### config.mk
export PLATFORM = sky130hd
export DESIGN_NAME = smb_cfg_slave
export DESIGN_NICKNAME = d
export VERILOG_FILES = /design/src/rtl/smb_cfg_slave.sv
export SDC_FILE = /design/constraint.sdc
export NUM_CORES = 1
export LEC_CHECK = 0
export BUFFER_PORTS_ARGS = -buffer_cell sky130_fd_sc_hd__buf_2
export CAP_MARGIN = 5
export CORE_AREA = 2 2 103 105
export CTS_CLUSTER_SIZE = 14
export DETAILED_ROUTE_END_ITERATION = 8
export DIE_AREA = 0 0 105 107
export PLACE_DENSITY = 0.75
export SYNTH_ARGS = -nofsm -noshare
export SYNTH_HDL_FRONTEND = slang
export SYNTH_SLANG_ARGS = --single-unit
### constraint.sdc
create_clock -name clk -period 2.55 [get_ports clk]
set_clock_uncertainty 0.1 [all_clocks]
set_input_delay 0.51 -clock clk [delete_from_list [all_inputs] [get_ports clk]]
set_output_delay 0.51 -clock clk [all_outputs]
set_load 0.1 [all_outputs]
### src/rtl/smb_cfg_slave.sv
module smb_cfg_slave #(
  parameter logic [6:0] DEV_ADDR  = 7'h69,
  parameter int         NUM_REGS  = 8,
  parameter logic [7:0] REG0_INIT = 8'h03
) (
  input  logic       clk,
  input  logic       rst_n,
  input  logic       scl_i,
  input  logic       sda_i,
  output logic       sda_oe,
  output logic [1:0] clk_en,
  output logic       ss_en,
  output logic       ss_depth
);

  localparam int PW = 6;
  localparam int IW = (NUM_REGS > 1) ? $clog2(NUM_REGS) : 1;
  localparam logic [PW-1:0] NREG = PW'(NUM_REGS);
  localparam logic [PW-1:0] ONE  = PW'(1);

  typedef enum logic [2:0] {S_IDLE, S_ADDR, S_CMD, S_CNT, S_WR, S_RD, S_IGN} st_t;

  logic [2:0] scl_sh, sda_sh;
  logic       scl_s, scl_p, sda_s, sda_p;
  logic       scl_rise, scl_fall, start_c, stop_c;

  st_t           st, nxt;
  logic [3:0]    bcnt;
  logic [7:0]    sreg, tx, rd_byte;
  logic          oe, blk, cnt_first, m_nack;
  logic [4:0]    off;
  logic [PW-1:0] ptr;
  logic [7:0]    regs [NUM_REGS];

  always_ff @(posedge clk or negedge rst_n)
    if (!rst_n) begin
      scl_sh <= 3'b111;
      sda_sh <= 3'b111;
    end else begin
      scl_sh <= {scl_sh[1:0], scl_i};
      sda_sh <= {sda_sh[1:0], sda_i};
    end

  assign scl_s    = scl_sh[1];
  assign scl_p    = scl_sh[2];
  assign sda_s    = sda_sh[1];
  assign sda_p    = sda_sh[2];
  assign scl_rise = scl_s & ~scl_p;
  assign scl_fall = ~scl_s & scl_p;
  assign start_c  = scl_s & scl_p & sda_p & ~sda_s;
  assign stop_c   = scl_s & scl_p & ~sda_p & sda_s;

  assign rd_byte = cnt_first ? 8'(NUM_REGS)
                 : (ptr < NREG) ? regs[ptr[IW-1:0]] : 8'h00;

  always_ff @(posedge clk or negedge rst_n)
    if (!rst_n) begin
      st        <= S_IDLE;
      nxt       <= S_IDLE;
      bcnt      <= '0;
      sreg      <= '0;
      tx        <= '0;
      oe        <= 1'b0;
      blk       <= 1'b0;
      cnt_first <= 1'b0;
      m_nack    <= 1'b1;
      off       <= '0;
      ptr       <= '0;
      for (int i = 0; i < NUM_REGS; i++)
        regs[i] <= (i == 0) ? REG0_INIT : 8'h00;
    end else if (start_c) begin
      st   <= S_ADDR;
      bcnt <= '0;
      oe   <= 1'b0;
    end else if (stop_c) begin
      st   <= S_IDLE;
      bcnt <= '0;
      oe   <= 1'b0;
    end else if (st != S_IDLE) begin
      if (scl_rise) begin
        if (bcnt < 4'd8) sreg <= {sreg[6:0], sda_s};
        else             m_nack <= sda_s;
        if (bcnt < 4'd9) bcnt <= bcnt + 4'd1;
      end else if (scl_fall) begin
        if (bcnt == 4'd8) begin
          if (st == S_RD) oe <= 1'b0;
          else begin
            nxt <= S_IGN;
            case (st)
              S_ADDR:
                if (sreg[7:1] == DEV_ADDR) begin
                  oe <= 1'b1;
                  if (sreg[0]) begin
                    nxt       <= S_RD;
                    cnt_first <= blk;
                    ptr       <= blk ? '0 : {1'b0, off};
                  end else nxt <= S_CMD;
                end
              S_CMD:
                if (sreg[6:5] == 2'b00) begin
                  oe  <= 1'b1;
                  blk <= ~sreg[7];
                  off <= sreg[4:0];
                  ptr <= sreg[7] ? {1'b0, sreg[4:0]} : '0;
                  nxt <= sreg[7] ? S_WR : S_CNT;
                end
              S_CNT: begin
                oe  <= 1'b1;
                nxt <= S_WR;
              end
              S_WR: begin
                nxt <= S_WR;
                if (ptr < NREG) begin
                  oe                <= 1'b1;
                  regs[ptr[IW-1:0]] <= sreg;
                  ptr               <= blk ? ptr + ONE : NREG;
                end
              end
              default: nxt <= S_IGN;
            endcase
          end
        end else if (bcnt == 4'd9) begin
          bcnt <= '0;
          oe   <= 1'b0;
          if (st == S_RD && m_nack) st <= S_IGN;
          else begin
            st <= nxt;
            if (nxt == S_RD) begin
              tx <= rd_byte;
              oe <= ~rd_byte[7];
              if (cnt_first)       cnt_first <= 1'b0;
              else if (ptr < NREG) ptr <= ptr + ONE;
            end
          end
        end else if (st == S_RD && bcnt != 4'd0) begin
          tx <= {tx[6:0], 1'b0};
          oe <= ~tx[6];
        end
      end
    end

  assign sda_oe   = oe;
  assign clk_en   = regs[0][1:0];
  assign ss_en    = regs[0][2];
  assign ss_depth = regs[0][3];


  sda_pull_scl_low_chk: assert property (@(posedge clk) disable iff (!rst_n)
    $rose(sda_oe) |-> !scl_s);


  idle_released_chk: assert property (@(posedge clk) disable iff (!rst_n)
    st == S_IDLE |-> !sda_oe);


  ignore_released_chk: assert property (@(posedge clk) disable iff (!rst_n)
    st == S_IGN |-> !sda_oe);


  cfg_only_on_write_chk: assert property (@(posedge clk) disable iff (!rst_n)
    !$stable({clk_en, ss_en, ss_depth}) |-> $past(st) == S_WR);


  bit_count_range_chk: assert property (@(posedge clk) disable iff (!rst_n)
    bcnt <= 4'd9);

endmodule

==> report_table.html, run 1 <==
<table>
<tr><th>Metric</th><th>Value</th></tr>
<tr><th colspan="2">Routing</th></tr>
<tr><td>Length of the first detailed-routing pass in iterations</td><td>5</td></tr>
<tr><td>Post-route DRC</td><td>0</td></tr>
<tr><td>Total Routed Length</td><td>13,660 um</td></tr>
<tr><td>Average routed wire per standard cell</td><td>between 20 and 25 um</td></tr>
<tr><td>First-iteration detailed-routing DRC count</td><td>around 260</td></tr>
<tr><td>Mean number of vias per cell</td><td>6.274</td></tr>
<tr><td>Routed Antenna Nets</td><td>0</td></tr>
<tr><td>Detailed-route via count</td><td>about 4,000</td></tr>
<tr><th colspan="2">STA</th></tr>
<tr><td>Final Hold Vio Count</td><td>0</td></tr>
<tr><td>Relative slew slack</td><td>about half</td></tr>
<tr><td>Setup repair after global routing missed its margin</td><td>false</td></tr>
<tr><td>Sum of negative setup slack</td><td>0 ns</td></tr>
<tr><td>Total count of max-transition violations in the final report</td><td>0</td></tr>
<tr><td>Final number of setup-violating endpoints</td><td>0</td></tr>
<tr><td>Part of the cycle the worst path needs</td><td>97.36%</td></tr>
<tr><td>Transition at the pin with the smallest max-transition slack</td><td>0.7651 ns</td></tr>
<tr><td>Clock period minus worst slack</td><td>between 2 and 2.5 ns</td></tr>
<tr><td>Timing-limited maximum frequency</td><td>~400 MHz</td></tr>
<tr><th colspan="2">Synthesis</th></tr>
<tr><td>Netlist cell types</td><td>76</td></tr>
<tr><td>Largest family of logic cells by synthesized area</td><td>multiplexers</td></tr>
<tr><td>Post-synthesis adder-cell area fraction</td><td>under 10%</td></tr>
<tr><td>Synth top area share</td><td>between 40 and 50%</td></tr>
<tr><td>Number of warning messages in the yosys log</td><td>0</td></tr>
<tr><td>Area fraction in compound gates after synthesis</td><td>a little under an eighth</td></tr>
<tr><td>Netlist area before placement</td><td>between 5000 and 6000 sq um</td></tr>
<tr><td>Parity-gate share of the synthesized area counting xor and xnor cells</td><td>less than 1%</td></tr>
<tr><td>Top cells by area, synth</td><td>dfrtp_1 44%, mux2_2 17%, dfstp_2 4.2%</td></tr>
<tr><td>Fraction of synthesis flops using an asynchronous set or reset pin</td><td>100.0%</td></tr>
<tr><td>Synth top cells by count</td><td>101 x dfrtp_1, 86 x mux2_2, 23 x nor2_1</td></tr>
<tr><td>Seq/Total Area, Yosys</td><td>48.53%</td></tr>
<tr><td>Largest area contributor in the synthesized netlist</td><td>dfrtp_1</td></tr>
<tr><td>Average cell area after synthesis</td><td>12.20 sq um</td></tr>
<tr><td>Post-synthesis net count</td><td>479</td></tr>
<tr><td>Primary flip-flop cell chosen by synthesis mapping</td><td>dfrtp_1</td></tr>
<tr><td>Fraction of the mapped netlist area in simple logic gates</td><td>between 10% and 20%</td></tr>
<tr><td>Most frequent cell after synthesis</td><td>dfrtp_1</td></tr>
<tr><td>Multiplexer fraction of the synthesized cell area</td><td>between 20% and 30%</td></tr>
<tr><td>Number of enable-type register cells in the synthesized netlist</td><td>0</td></tr>
<tr><td>Post-Synthesis Cells</td><td>roughly 470</td></tr>
<tr><td>Number of flip-flops and latches in the synthesized netlist</td><td>110</td></tr>
<tr><th colspan="2">Clock tree</th></tr>
<tr><td>Clock Tree Root</td><td>clkbuf_8</td></tr>
<tr><td>Clock latency of the later-clocked register in the worst-skew pair</td><td>between 0.3 and 0.4 ns</td></tr>
<tr><td>Clock-pin slew on the worst setup and hold paths</td><td>approximately 0.11 ns</td></tr>
<tr><td>Count of H-tree levels built during CTS</td><td>3</td></tr>
<tr><td>TritonCTS clock tree</td><td>done</td></tr>
<tr><td>CTS sink cnt</td><td>110</td></tr>
<tr><td>Number of buffers inserted during clock tree synthesis</td><td>9</td></tr>
<tr><td>Longest Clk Path Bufs</td><td>2</td></tr>
<tr><th colspan="2">Floorplan</th></tr>
<tr><td>Area of the die</td><td>11,240 sq um</td></tr>
<tr><td>Die Height</td><td>around 110 um</td></tr>
<tr><td>I/O pin count</td><td>9</td></tr>
<tr><td>Effective utilization at floorplan</td><td>between 50% and 60%</td></tr>
<tr><td>Die width</td><td>roughly 110 um</td></tr>
<tr><td>Floorplan Core Area</td><td>10,090 sq um</td></tr>
<tr><td>Standard-cell row count</td><td>37</td></tr>
<tr><th colspan="2">Layout</th></tr>
<tr><td>Area growth from synthesis to final layout</td><td>11.53%</td></tr>
<tr><td>Number of nets in the finished design</td><td>slightly above 500</td></tr>
<tr><td>Number of diodes</td><td>0</td></tr>
<tr><td>Final standard cell area without fillers</td><td>6352 sq um</td></tr>
<tr><td>Final core area utilization</td><td>between 60% and 70%</td></tr>
<tr><td>Fraction of final layout cells sized beyond drive strength 1</td><td>38.00%</td></tr>
<tr><th colspan="2">Placed design</th></tr>
<tr><td>HPWL Detailed</td><td>9256 um</td></tr>
<tr><td>Dpl cell area</td><td>between 6000 and 7000 sq um</td></tr>
<tr><td>Gp weighted congestion</td><td>0.9281</td></tr>
<tr><td>Count of buffers from port buffering</td><td>8</td></tr>
<tr><th colspan="2">Worst setup path</th></tr>
<tr><td>Crit start category</td><td>flip-flop</td></tr>
<tr><td>Required time of the critical path</td><td>about 2.7 ns</td></tr>
<tr><td>CP arrival</td><td>about 2.7 ns</td></tr>
<tr><td>CP Capture Type</td><td>flip-flop</td></tr>
<tr><td>Beginning of the worst register-to-register path</td><td>scl_sh[2]$_DFF_PN1_</td></tr>
<tr><td>Kind of critical path</td><td>reg -&gt; reg</td></tr>
<tr><td>Largest fanout on the critical path</td><td>4</td></tr>
<tr><td>Critical path origin</td><td>scl_sh[2]$_DFF_PN1_</td></tr>
<tr><th colspan="2">Min path</th></tr>
<tr><td>Worst min path class</td><td>in -&gt; reg</td></tr>
<tr><td>Critical hold path startpoint</td><td>sda_i</td></tr>
<tr><th colspan="2">Job</th></tr>
<tr><td>Max-cap violations</td><td>0</td></tr>
<tr><th colspan="2">Global routing</th></tr>
<tr><td>Wire length of the first global-routing pass</td><td>roughly 22,000 um</td></tr>
<tr><td>Pin count of the biggest net entering global routing</td><td>48</td></tr>
<tr><td>Gr usage total</td><td>25.91%</td></tr>
<tr><td>Total grt overflow</td><td>0</td></tr>
<tr><td>Number of global-route vias before repair</td><td>3,992</td></tr>
<tr><td>Initial antenna violation count</td><td>0</td></tr>
<tr><th colspan="2">Power and ir drop</th></tr>
<tr><td>Maximum VDD drop</td><td>~0.51 mV</td></tr>
<tr><td>Standby leakage power</td><td>2.921 nW</td></tr>
<tr><td>Cell area power density</td><td>between 500 and 600 nW/um^2</td></tr>
<tr><th colspan="2">Outcome</th></tr>
<tr><td>Result of the run</td><td>finished, final reports clean</td></tr>
</table>
==> path summary, 6_finish.rpt <==
kind / slack (ns) / cells past startpoint / to
max: 0.07 / 8 / regs[61]$_DFFE_PN0P_
max in group asynchronous: 1.05 / 3 / clk_en[0]$_DFFE_PN1P_
max reg2reg: 0.07 / 8 / regs[61]$_DFFE_PN0P_
min: 0.11 / 1 / sda_sh[0]$_DFF_PN1_
min reg2reg: 0.26 / 0 / scl_sh[1]$_DFF_PN1_
min in group asynchronous: 0.50 / 2 / tx[0]$_DFFE_PN0P_
==> where the power goes <==
part	leakage, nW	switching (W)	internal, W	total (W)
Clock	0.116	0.000627	0.000595	0.00122
Sequential	1.48	0.0000657	0.00181	0.00188
Combinational	1.32	0.000317	0.000178	0.000495
Total	2.92	0.00101	0.00259	0.00360
==> cells by family (layout without fill, tap and decap cells) <==
logic type	Yosys count	after routing
flip-flops	110	110
AND/OR/NAND/NOR	107	107
multiplexers	104	104
AO/OA/AOI/OAI	92	92
buffers and inverters	44	77
adder cells (fa/ha/maj)	8	8
XOR/XNOR	2	2
==> flip-flops by register name (all words and copies together) (netlist names) <==
name       cells
regs          60
ss_depth       1
bcnt           4
cnt_first      1
sreg           8
sda_oe         1
sda_sh         3
blk            1
st             3
ss_en          1
ptr            6
tx             7
clk_en         2
off            5
m_nack         1
nxt            3
scl_sh         3
==> per-stage QoR <==
step | setup WS [ns] | instances | power [W] | hold WS (ns)
floorplan | 0.1464 | 467 | 0.002154 | 0.1144
global placement | 0.04522 | 617 | 0.002385 | 0.2474
detailed placement | 0.008017 | 617 | 0.002401 | 0.2468
CTS | 0.03304 | 634 | 0.003625 | 0.09751
global route | 0.002089 | 636 | 0.003766 | 0.07541
finish | 0.06724 | 636 | 0.003597 | 0.1136
==> critical path, stage by stage (launching register included) <==
cell and delay [ns]:
dfstp_2 0.56, inv_1 0.05, ha_1 0.19, nand2b_4 0.17, a211oi_4 0.33, nand3_4 0.19
nor3_4 0.27, buf_4 0.19, mux2_2 0.33
==> layout by cell type (no fill, tap or decap), drive strengths merged, types with 3 or more instances in the layout <==
cell / n
inv: 15
nand2b: 4
mux2i: 11
or3b: 3
o21ai: 18
nand4: 3
buf: 47
ha: 8
a31oi: 3
a2bb2oi: 4
nor2: 24
nor3: 10
nand3: 11
mux2: 91
clkbuf: 10
a221oi: 13
nor4: 3
a211oi: 8
and3: 6
o22ai: 3
nand2: 15
and3b: 4
a21oi: 11
nor2b: 6
and2: 4
nand3b: 3
dfrtp: 101
nor3b: 3
dfstp: 9
==> routing by layer <==
metal  GRT usage (%)  share of wire (%)  wire length (um)  up-vias
met1           34.41                 43              5844     2047
met5               0                  0                 0        -
met3           7.052                5.9               806       17
li1                -                  -                 -     1803
met4           6.095                1.3               174        0
met2           42.67                 50              6832      123
==> timing repair <==
action | CTS | global route
endpoints found under the setup margin | 10 | 55
gates resized for setup | 1 | 7
setup buffers | 0 | 2
hold buffers | 1 | 0
pin swaps | 0 | 4
endpoints found under the hold margin | 26 | 0
==> area by class of cell <==
class                      count  area (sq um)
clock buffer                  10         137.6
multi-input combinational    313          2759
fill                         851          3740
inverter                      13         48.80
clock inverter                 6         101.3
sequential                   110          2765
timing repair buffer          48         370.4
tap                          136         170.2
No activity file was read; power rests on OpenSTA's default activity.
==> inputs of run 2 (changes only) <==
--- a/config.mk
+++ b/config.mk
@@ -7,11 +7,12 @@
 export LEC_CHECK = 0
 export BUFFER_PORTS_ARGS = -buffer_cell sky130_fd_sc_hd__buf_2
 export CAP_MARGIN = 5
-export CORE_AREA = 2 2 103 105
+export CORE_AREA = 2 2 73 144
+export CTS_BUF_LIST = sky130_fd_sc_hd__clkbuf_8
 export CTS_CLUSTER_SIZE = 14
 export DETAILED_ROUTE_END_ITERATION = 8
-export DIE_AREA = 0 0 105 107
-export PLACE_DENSITY = 0.75
+export DIE_AREA = 0 0 75 146
+export PLACE_DENSITY = 0.77
 export SYNTH_ARGS = -nofsm -noshare
 export SYNTH_HDL_FRONTEND = slang
 export SYNTH_SLANG_ARGS = --single-unit
==> run 2 against run 1 <==
Effect of this change: clock power fell by 14%; power shrank 4.2%; die area is 2.5% lower; critical endpoint is now regs[28]$_DFFE_PN0P_.
==> report_table.html, run 2 (synthesis gave the netlist of run 1 again) <==
<table>
<tr><th>Metric</th><th>Value</th></tr>
<tr><th colspan="2">Worst setup path</th></tr>
<tr><td>Critical R2R Capture</td><td>regs[28]$_DFFE_PN0P_ (was regs[61]$_DFFE_PN0P_)</td></tr>
<tr><td>Required time of the critical path</td><td>2.73 ns (about the same)</td></tr>
<tr><td>Beginning of the worst register-to-register path</td><td>bcnt[1]$_DFFE_PN0P_ (was scl_sh[2]$_DFF_PN1_)</td></tr>
<tr><td>CP arrival</td><td>2.66 ns (about the same)</td></tr>
<tr><td>Slack of the worst reg-to-reg path</td><td>0.08 ns (was 0.07 ns)</td></tr>
<tr><td>Largest fanout on the critical path</td><td>6 (was 4)</td></tr>
<tr><td>Kind of critical path</td><td>reg -&gt; reg (unchanged)</td></tr>
<tr><td>Crit start category</td><td>flip-flop (unchanged)</td></tr>
<tr><td>CP Capture Type</td><td>flip-flop (unchanged)</td></tr>
<tr><td>Number of cells traversed by the worst register-to-register path</td><td>8 (unchanged)</td></tr>
<tr><th colspan="2">Routing</th></tr>
<tr><td>Met3 layer wire length in the routed design</td><td>596 um (was 806 um)</td></tr>
<tr><td>Routed wl met2</td><td>7719 um (was 6832 um)</td></tr>
<tr><td>Topmost layer with routed signal wires</td><td>met4 (unchanged)</td></tr>
<tr><td>Length of the first detailed-routing pass in iterations</td><td>5 (unchanged)</td></tr>
<tr><td>First-iteration detailed-routing DRC count</td><td>327 (was 264)</td></tr>
<tr><td>Detailed-route via count</td><td>4,128 (was 3,990)</td></tr>
<tr><td>Mean number of vias per cell</td><td>6.450 (was 6.274)</td></tr>
<tr><td>Post-route DRC</td><td>0 (unchanged)</td></tr>
<tr><td>Routed Antenna Nets</td><td>0 (unchanged)</td></tr>
<tr><td>Total Routed Length</td><td>14,420 um (was 13,660 um)</td></tr>
<tr><td>Length of routed wiring on met1</td><td>5025 um (was 5844 um)</td></tr>
<tr><td>Average routed wire per standard cell</td><td>22.53 um (was 21.47 um)</td></tr>
<tr><th colspan="2">STA</th></tr>
<tr><td>Final Hold Vio Count</td><td>0 (unchanged)</td></tr>
<tr><td>Setup repair after global routing missed its margin</td><td>true (was false)</td></tr>
<tr><td>Hold slack</td><td>0.1106 ns (was 0.1136 ns)</td></tr>
<tr><td>Relative slew slack</td><td>58.64% (was 48.61%)</td></tr>
<tr><td>Timing-limited maximum frequency</td><td>404.4 MHz (was 402.8 MHz)</td></tr>
<tr><td>Transition at the pin with the smallest max-transition slack</td><td>0.6197 ns (was 0.7651 ns)</td></tr>
<tr><td>Part of the cycle the worst path needs</td><td>96.98% (was 97.36%)</td></tr>
<tr><td>Final number of setup-violating endpoints</td><td>0 (unchanged)</td></tr>
<tr><td>Total count of max-transition violations in the final report</td><td>0 (unchanged)</td></tr>
<tr><td>Clock period minus worst slack</td><td>2.473 ns (was 2.483 ns)</td></tr>
<tr><th colspan="2">Clock tree</th></tr>
<tr><td>Clock Tree Root</td><td>clkbuf_8 (unchanged)</td></tr>
<tr><td>Count of H-tree levels built during CTS</td><td>3 (unchanged)</td></tr>
<tr><td>TritonCTS clock tree</td><td>done (unchanged)</td></tr>
<tr><td>Clock latency of the later-clocked register in the worst-skew pair</td><td>0.39 ns (was 0.38 ns)</td></tr>
<tr><td>Number of buffers inserted during clock tree synthesis</td><td>9 (unchanged)</td></tr>
<tr><td>Longest Clk Path Bufs</td><td>2 (unchanged)</td></tr>
<tr><td>CTS sink cnt</td><td>110 (unchanged)</td></tr>
<tr><td>Clock-pin slew on the worst setup and hold paths</td><td>0.11 ns (about the same)</td></tr>
<tr><th colspan="2">Placed design</th></tr>
<tr><td>Count of buffers from port buffering</td><td>8 (unchanged)</td></tr>
<tr><td>HPWL Detailed</td><td>10,410 um (was 9256 um)</td></tr>
<tr><td>Dpl cell area</td><td>6122 sq um (was 6062 sq um)</td></tr>
<tr><td>Gp weighted congestion</td><td>0.9722 (was 0.9281)</td></tr>
<tr><th colspan="2">Layout</th></tr>
<tr><td>Fraction of final layout cells sized beyond drive strength 1</td><td>39.96% (was 38.00%)</td></tr>
<tr><td>Final standard cell area without fillers</td><td>6394 sq um (was 6352 sq um)</td></tr>
<tr><td>Sequential cell area</td><td>2766 sq um (was 2765 sq um)</td></tr>
<tr><td>Number of nets in the finished design</td><td>515 (was 507)</td></tr>
<tr><td>Area growth from synthesis to final layout</td><td>12.26% (was 11.53%)</td></tr>
<tr><td>Biggest regs</td><td>regs: 60 flops, sreg: 8 flops, tx: 7 flops (unchanged)</td></tr>
<tr><td>Count of filler cells inserted in the layout</td><td>738 (was 851)</td></tr>
<tr><td>Reg with most FFs</td><td>regs (unchanged)</td></tr>
<tr><td>Max reg flops</td><td>60 (unchanged)</td></tr>
<tr><td>Top library cells by usage in the layout, fill and taps aside</td><td>99 x dfrtp_1, 86 x mux2_2, 44 x buf_4 (was 100 x dfrtp_1, 85 x mux2_2, 38 x buf_4)</td></tr>
<tr><td>Number of diodes</td><td>0 (unchanged)</td></tr>
<tr><td>Most common cell after layout, fill and taps aside</td><td>dfrtp_1 (unchanged)</td></tr>
<tr><td>Combined area of the multi-input logic cells</td><td>2776 sq um (was 2759 sq um)</td></tr>
<tr><th colspan="2">Floorplan</th></tr>
<tr><td>Effective utilization at floorplan</td><td>58.34% (was 56.43%)</td></tr>
<tr><td>I/O pin count</td><td>9 (unchanged)</td></tr>
<tr><td>Floorplan Core Area</td><td>9763 sq um (was 10,090 sq um)</td></tr>
<tr><td>Area of the die</td><td>10,950 sq um (was 11,240 sq um)</td></tr>
<tr><td>Standard-cell row count</td><td>51 (was 37)</td></tr>
<tr><td>Die width</td><td>75 um (was 105 um)</td></tr>
<tr><td>Die Height</td><td>146 um (was 107 um)</td></tr>
<tr><th colspan="2">Global routing</th></tr>
<tr><td>Pin count of the biggest net entering global routing</td><td>62 (was 48)</td></tr>
<tr><td>Total grt overflow</td><td>0 (unchanged)</td></tr>
<tr><td>Initial antenna violation count</td><td>0 (unchanged)</td></tr>
<tr><td>Number of global-route vias before repair</td><td>4,347 (was 3,992)</td></tr>
<tr><td>Gr usage total</td><td>28.60% (was 25.91%)</td></tr>
<tr><td>Wire length of the first global-routing pass</td><td>23,050 um (was 22,070 um)</td></tr>
<tr><th colspan="2">Power and ir drop</th></tr>
<tr><td>Maximum VDD drop</td><td>0.5218 mV (was 0.5098 mV)</td></tr>
<tr><td>Standby leakage power</td><td>2.945 nW (was 2.921 nW)</td></tr>
<tr><td>Pwr Total</td><td>0.003446 W (was 0.003597 W)</td></tr>
<tr><td>Cell area power density</td><td>539.0 nW/um^2 (was 566.3 nW/um^2)</td></tr>
<tr><th colspan="2">Min path</th></tr>
<tr><td>Destination of the worst hold path</td><td>sda_sh[0]$_DFF_PN1_ (unchanged)</td></tr>
<tr><td>Critical hold path startpoint</td><td>sda_i (unchanged)</td></tr>
<tr><td>Worst min path class</td><td>in -&gt; reg (unchanged)</td></tr>
<tr><td>Hold Crit Depth</td><td>1 (unchanged)</td></tr>
<tr><th colspan="2">Outcome</th></tr>
<tr><td>Result of the run</td><td>finished, final reports clean (unchanged)</td></tr>
<tr><th colspan="2">Job</th></tr>
<tr><td>Max-cap violations</td><td>0 (unchanged)</td></tr>
</table>
## run 2: how the worst max path moves through the flow
stage	startpoint	to	slack (ns)	cells past startpoint
after CTS	bcnt[0]$_DFFE_PN0P_	ptr[2]$_DFFE_PN0P_	0.01	7
after global routing	bcnt[1]$_DFFE_PN0P_	ptr[3]$_DFFE_PN0P_	-0.03	9
final	bcnt[1]$_DFFE_PN0P_	regs[28]$_DFFE_PN0P_	0.08	8
after global placement	scl_sh[2]$_DFF_PN1_	off[3]$_DFFE_PN0P_	0.04	7
after floorplan	scl_sh[2]$_DFF_PN1_	off[0]$_DFFE_PN0P_	0.15	8
after detailed placement	scl_sh[2]$_DFF_PN1_	off[4]$_DFFE_PN0P_	-0.03	7
## run 2: power by group
part	switching (W)	total, W	leakage (nW)	internal, W
Sequential	0.0000942	0.00191	1.48	0.00182
Clock	0.000646	0.00105	0.0967	0.000400
Combinational	0.000315	0.000491	1.37	0.000176
Total	0.00105	0.00345	2.95	0.00239
## run 2: what timing repair did
item,in CTS,in global routing
pin swaps,1,3
cloned,0,0
hold buffers,1,0
setup buffers,0,3
gates resized for setup,2,11
hold endpoints to repair,15,0
endpoints found under the setup margin,5,46
## run 2: through the flow
step / utilization (%) / setup TNS [ns] / worst slack [ns] / instances
after floorplan: - / 0 / 0.1464 / 467
after global placement: 62.71 / 0 / 0.03566 / 620
after detailed placement: 62.71 / -0.08199 / -0.03013 / 620
after CTS: 64.85 / 0 / 0.01153 / 637
after global routing: 65.49 / -0.1453 / -0.02690 / 640
final: 65.49 / 0 / 0.07709 / 640
## run 2: final cells by class
class                      instances  share of cell area (%)
multi-input combinational        313                   43.42
sequential                       110                   43.27
timing repair buffer              56                   6.986
tap                              132                   2.583
clock buffer                      10                   2.153
clock inverter                     6                  0.8219
inverter                          13                  0.7632
## run 2: metal layers
metal | global-route usage [%] | vias up
met5 | 0 | -
met4 | 21.34 | 0
met2 | 47.76 | 160
li1 | - | 1815
met1 | 30.61 | 2086
met3 | 4.917 | 67
## run 2: critical path: stages, from the launching register on
cell,delay [ns]
dfrtp_1,0.42
inv_1,0.11
ha_2,0.24
nand3b_1,0.17
a211oi_4,0.37
nand3_4,0.19
nor3_4,0.25
buf_6,0.18
mux2_2,0.34
==> inputs of run 3 (changes only) <==
==> constraint.sdc (replaced) <==
create_clock -name clk -period 2.1 [get_ports clk]
set_clock_uncertainty 0.1 [all_clocks]
set_input_delay 0.42 -clock clk [delete_from_list [all_inputs] [get_ports clk]]
set_output_delay 0.42 -clock clk [all_outputs]
set_load 0.1 [all_outputs]
==> run 3 against run 2 <==
Effect of this change: the flow now finishes with violations (setup timing); register-to-register slack worse by 0.34 ns; first-iteration DRC count rose by 27%; cell count rose by 9.4%; sequential share of layout area down 6.0 points; sequential power increased by 19%; cell area rose by 16%; routed wire length is 20% higher; combinational power grew 82%; utilization rose by 11 points; critical path type unchanged.
==> report_table.html, run 3 (synthesis gave the netlist of run 1 again) <==
<table>
<tr><th>Metric</th><th>Value</th></tr>
<tr><th colspan="2">Global routing</th></tr>
<tr><td>Pin count of the biggest net entering global routing</td><td>64 (was 62)</td></tr>
<tr><td>Initial antenna violation count</td><td>0 (unchanged)</td></tr>
<tr><td>Total grt overflow</td><td>0 (unchanged)</td></tr>
<tr><td>Gr usage total</td><td>31.54% (was 28.60%)</td></tr>
<tr><td>Number of global-route vias before repair</td><td>4,796 (was 4,347)</td></tr>
<tr><td>Wire length of the first global-routing pass</td><td>25,120 um (was 23,050 um)</td></tr>
<tr><th colspan="2">Layout</th></tr>
<tr><td>Most common cell after layout, fill and taps aside</td><td>dfrtp_1 (unchanged)</td></tr>
<tr><td>Biggest regs</td><td>regs: 60 flops, sreg: 8 flops, tx: 7 flops (unchanged)</td></tr>
<tr><td>Number of diodes</td><td>0 (unchanged)</td></tr>
<tr><td>Number of nets in the finished design</td><td>575 (was 515)</td></tr>
<tr><td>Final standard cell area without fillers</td><td>7430 sq um (was 6394 sq um)</td></tr>
<tr><td>Area growth from synthesis to final layout</td><td>30.45% (was 12.26%)</td></tr>
<tr><td>Max reg flops</td><td>60 (unchanged)</td></tr>
<tr><td>Final core area utilization</td><td>76.10% (was 65.49%)</td></tr>
<tr><td>Fraction of final layout cells sized beyond drive strength 1</td><td>53.17% (was 39.96%)</td></tr>
<tr><td>Count of non-filler cells in the finished layout</td><td>700 (was 640)</td></tr>
<tr><td>Reg with most FFs</td><td>regs (unchanged)</td></tr>
<tr><td>Top library cells by usage in the layout, fill and taps aside</td><td>99 x dfrtp_1, 80 x buf_4, 49 x mux2_2 (was 99 x dfrtp_1, 86 x mux2_2, 44 x buf_4)</td></tr>
<tr><th colspan="2">Worst setup path</th></tr>
<tr><td>Beginning of the worst register-to-register path</td><td>scl_sh[2]$_DFF_PN1_ (was bcnt[1]$_DFFE_PN0P_)</td></tr>
<tr><td>Critical R2R Capture</td><td>regs[24]$_DFFE_PN0P_ (was regs[28]$_DFFE_PN0P_)</td></tr>
<tr><td>Number of cells traversed by the worst register-to-register path</td><td>10 (was 8)</td></tr>
<tr><td>Slack of the worst reg-to-reg path</td><td>-0.27 ns (was 0.08 ns)</td></tr>
<tr><td>Largest fanout on the critical path</td><td>8 (was 6)</td></tr>
<tr><td>CP arrival</td><td>2.54 ns (was 2.66 ns)</td></tr>
<tr><td>CP Capture Type</td><td>flip-flop (unchanged)</td></tr>
<tr><td>Critical path origin</td><td>scl_sh[2]$_DFF_PN1_ (was bcnt[1]$_DFFE_PN0P_)</td></tr>
<tr><td>Kind of critical path</td><td>reg -&gt; reg (unchanged)</td></tr>
<tr><td>Required time of the critical path</td><td>2.27 ns (was 2.73 ns)</td></tr>
<tr><td>Crit start category</td><td>flip-flop (unchanged)</td></tr>
<tr><th colspan="2">Clock tree</th></tr>
<tr><td>Number of buffers inserted during clock tree synthesis</td><td>9 (unchanged)</td></tr>
<tr><td>Count of H-tree levels built during CTS</td><td>3 (unchanged)</td></tr>
<tr><td>Longest Clk Path Bufs</td><td>2 (unchanged)</td></tr>
<tr><td>Clock-pin slew on the worst setup and hold paths</td><td>0.11 ns (about the same)</td></tr>
<tr><td>CTS sink cnt</td><td>110 (unchanged)</td></tr>
<tr><td>TritonCTS clock tree</td><td>done (unchanged)</td></tr>
<tr><td>Clock latency of the later-clocked register in the worst-skew pair</td><td>0.39 ns (about the same)</td></tr>
<tr><td>Clock Tree Root</td><td>clkbuf_8 (unchanged)</td></tr>
<tr><th colspan="2">Floorplan</th></tr>
<tr><td>Effective utilization at floorplan</td><td>58.34% (unchanged)</td></tr>
<tr><td>Standard-cell row count</td><td>51 (unchanged)</td></tr>
<tr><td>Die width</td><td>75 um (unchanged)</td></tr>
<tr><td>Area of the die</td><td>10,950 sq um (unchanged)</td></tr>
<tr><td>I/O pin count</td><td>9 (unchanged)</td></tr>
<tr><td>Floorplan Core Area</td><td>9763 sq um (unchanged)</td></tr>
<tr><td>Die Height</td><td>146 um (unchanged)</td></tr>
<tr><th colspan="2">Placed design</th></tr>
<tr><td>HPWL Detailed</td><td>11,580 um (was 10,410 um)</td></tr>
<tr><td>Count of buffers from port buffering</td><td>8 (unchanged)</td></tr>
<tr><td>Number of cells in the design after placement</td><td>663 (was 620)</td></tr>
<tr><td>Dpl cell area</td><td>6608 sq um (was 6122 sq um)</td></tr>
<tr><td>Gp weighted congestion</td><td>0.9202 (was 0.9722)</td></tr>
<tr><th colspan="2">STA</th></tr>
<tr><td>Relative slew slack</td><td>61.24% (was 58.64%)</td></tr>
<tr><td>Clock period minus worst slack</td><td>2.367 ns (was 2.473 ns)</td></tr>
<tr><td>Minimum setup slack in the final design</td><td>-0.2670 ns (was 0.07709 ns)</td></tr>
<tr><td>Final number of setup-violating endpoints</td><td>93 (was 0)</td></tr>
<tr><td>Total count of max-transition violations in the final report</td><td>0 (unchanged)</td></tr>
<tr><td>Part of the cycle the worst path needs</td><td>112.7% (was 96.98%)</td></tr>
<tr><td>Setup repair after global routing missed its margin</td><td>true (unchanged)</td></tr>
<tr><td>Final Hold Vio Count</td><td>0 (unchanged)</td></tr>
<tr><td>Transition at the pin with the smallest max-transition slack</td><td>0.5668 ns (was 0.6197 ns)</td></tr>
<tr><td>Timing-limited maximum frequency</td><td>422.5 MHz (was 404.4 MHz)</td></tr>
<tr><th colspan="2">Routing</th></tr>
<tr><td>First-iteration detailed-routing DRC count</td><td>415 (was 327)</td></tr>
<tr><td>Length of the first detailed-routing pass in iterations</td><td>5 (unchanged)</td></tr>
<tr><td>Post-route DRC</td><td>0 (unchanged)</td></tr>
<tr><td>Average routed wire per standard cell</td><td>24.81 um (was 22.53 um)</td></tr>
<tr><td>Total Routed Length</td><td>17,370 um (was 14,420 um)</td></tr>
<tr><td>Routed Antenna Nets</td><td>0 (unchanged)</td></tr>
<tr><td>Detailed-route via count</td><td>4,579 (was 4,128)</td></tr>
<tr><td>Mean number of vias per cell</td><td>6.541 (was 6.450)</td></tr>
<tr><th colspan="2">Min path</th></tr>
<tr><td>Hold Crit Depth</td><td>1 (unchanged)</td></tr>
<tr><td>Critical hold path startpoint</td><td>sda_i (unchanged)</td></tr>
<tr><td>Destination of the worst hold path</td><td>sda_sh[0]$_DFF_PN1_ (unchanged)</td></tr>
<tr><td>Worst min path class</td><td>in -&gt; reg (unchanged)</td></tr>
<tr><th colspan="2">Power and ir drop</th></tr>
<tr><td>Cell area power density</td><td>605.8 nW/um^2 (was 539.0 nW/um^2)</td></tr>
<tr><td>Standby leakage power</td><td>3.392 nW (was 2.945 nW)</td></tr>
<tr><td>Maximum VDD drop</td><td>0.6063 mV (was 0.5218 mV)</td></tr>
<tr><td>Pwr Total</td><td>0.004501 W (was 0.003446 W)</td></tr>
<tr><th colspan="2">Outcome</th></tr>
<tr><td>Failing checks</td><td>setup timing</td></tr>
<tr><td>Result of the run</td><td>complete, but fails checks (was finished, final reports clean)</td></tr>
<tr><th colspan="2">Job</th></tr>
<tr><td>Max-cap violations</td><td>0 (unchanged)</td></tr>
</table>
run 3: cell types whose count changed in the layout (fill, tap and decap cells not counted), sizes merged:
cell	before	now
inv	16	15
clkinv	2	3
buf	55	115
bufinv	0	1
clkinvlp	1	0
run 3: power by group:
group / total [W] / switching (W) / internal, W
clock: 0.00134 / 0.000751 / 0.000591
sequential: 0.00227 / 0.0000612 / 0.00220
combinational: 0.000894 / 0.000543 / 0.000351
total: 0.00450 / 0.00135 / 0.00315
run 3: worst max-delay path: stages (launching register included):
cell	delay [ns]
dfstp_2	0.57
inv_2	0.05
ha_4	0.15
nand2b_4	0.14
a211oi_4	0.16
buf_6	0.15
nand3_4	0.09
buf_4	0.16
nor3_4	0.16
buf_12	0.17
mux2_2	0.33
run 3: metal layers:
| metal | wire length [um] | share of wire [%] | global-route usage, % | up-vias |
|---|---|---|---|---|
| li1 | - | - | - | 1934 |
| met1 | 5719 | 33 | 33.43 | 2314 |
| met2 | 9431 | 54 | 52.28 | 237 |
| met3 | 784 | 4.5 | 5.540 | 94 |
| met4 | 1433 | 8.3 | 24.82 | 0 |
| met5 | 0 | 0 | 0 | - |
run 3: worst max-delay path by stage:
stage / end / cells past startpoint
2_1_floorplan: off[0]$_DFFE_PN0P_ / 8
3_3_place_gp: regs[21]$_DFFE_PN0P_ / 8
3_5_place_dp: regs[21]$_DFFE_PN0P_ / 8
4_1_cts: regs[54]$_DFFE_PN0P_ / 10
5_1_grt: regs[24]$_DFFE_PN0P_ / 10
6_report: regs[24]$_DFFE_PN0P_ / 10
run 3: timing repair:
item	CTS	global route
pin swaps	24	22
setup buffers	11	15
endpoints found under the hold margin	10	0
resized for setup	55	61
setup endpoints to repair	90	101
hold buffers	1	0
run 3: final cells by class:
cell class	instances	area, sq um
sequential	110	2766
tap	132	165.2
timing repair buffer	116	1037
multi-input combinational	313	3203
clock inverter	6	66.31
inverter	13	53.80
fill	577	2333
clock buffer	10	137.6
run 3: stage by stage:
| step | hold slack [ns] | worst slack, ns | setup TNS, ns |
|---|---|---|---|
| 2_1_floorplan | 0.02441 | -0.1564 | -5.846 |
| 3_3_place_gp | 0.1778 | -0.3222 | -19.12 |
| 3_5_place_dp | 0.1800 | -0.3558 | -22.81 |
| 4_1_cts | 0.008959 | -0.2443 | -14.22 |
| 5_1_grt | 0.01269 | -0.3409 | -22.02 |
| 6_report | 0.01855 | -0.2670 | -15.07 |
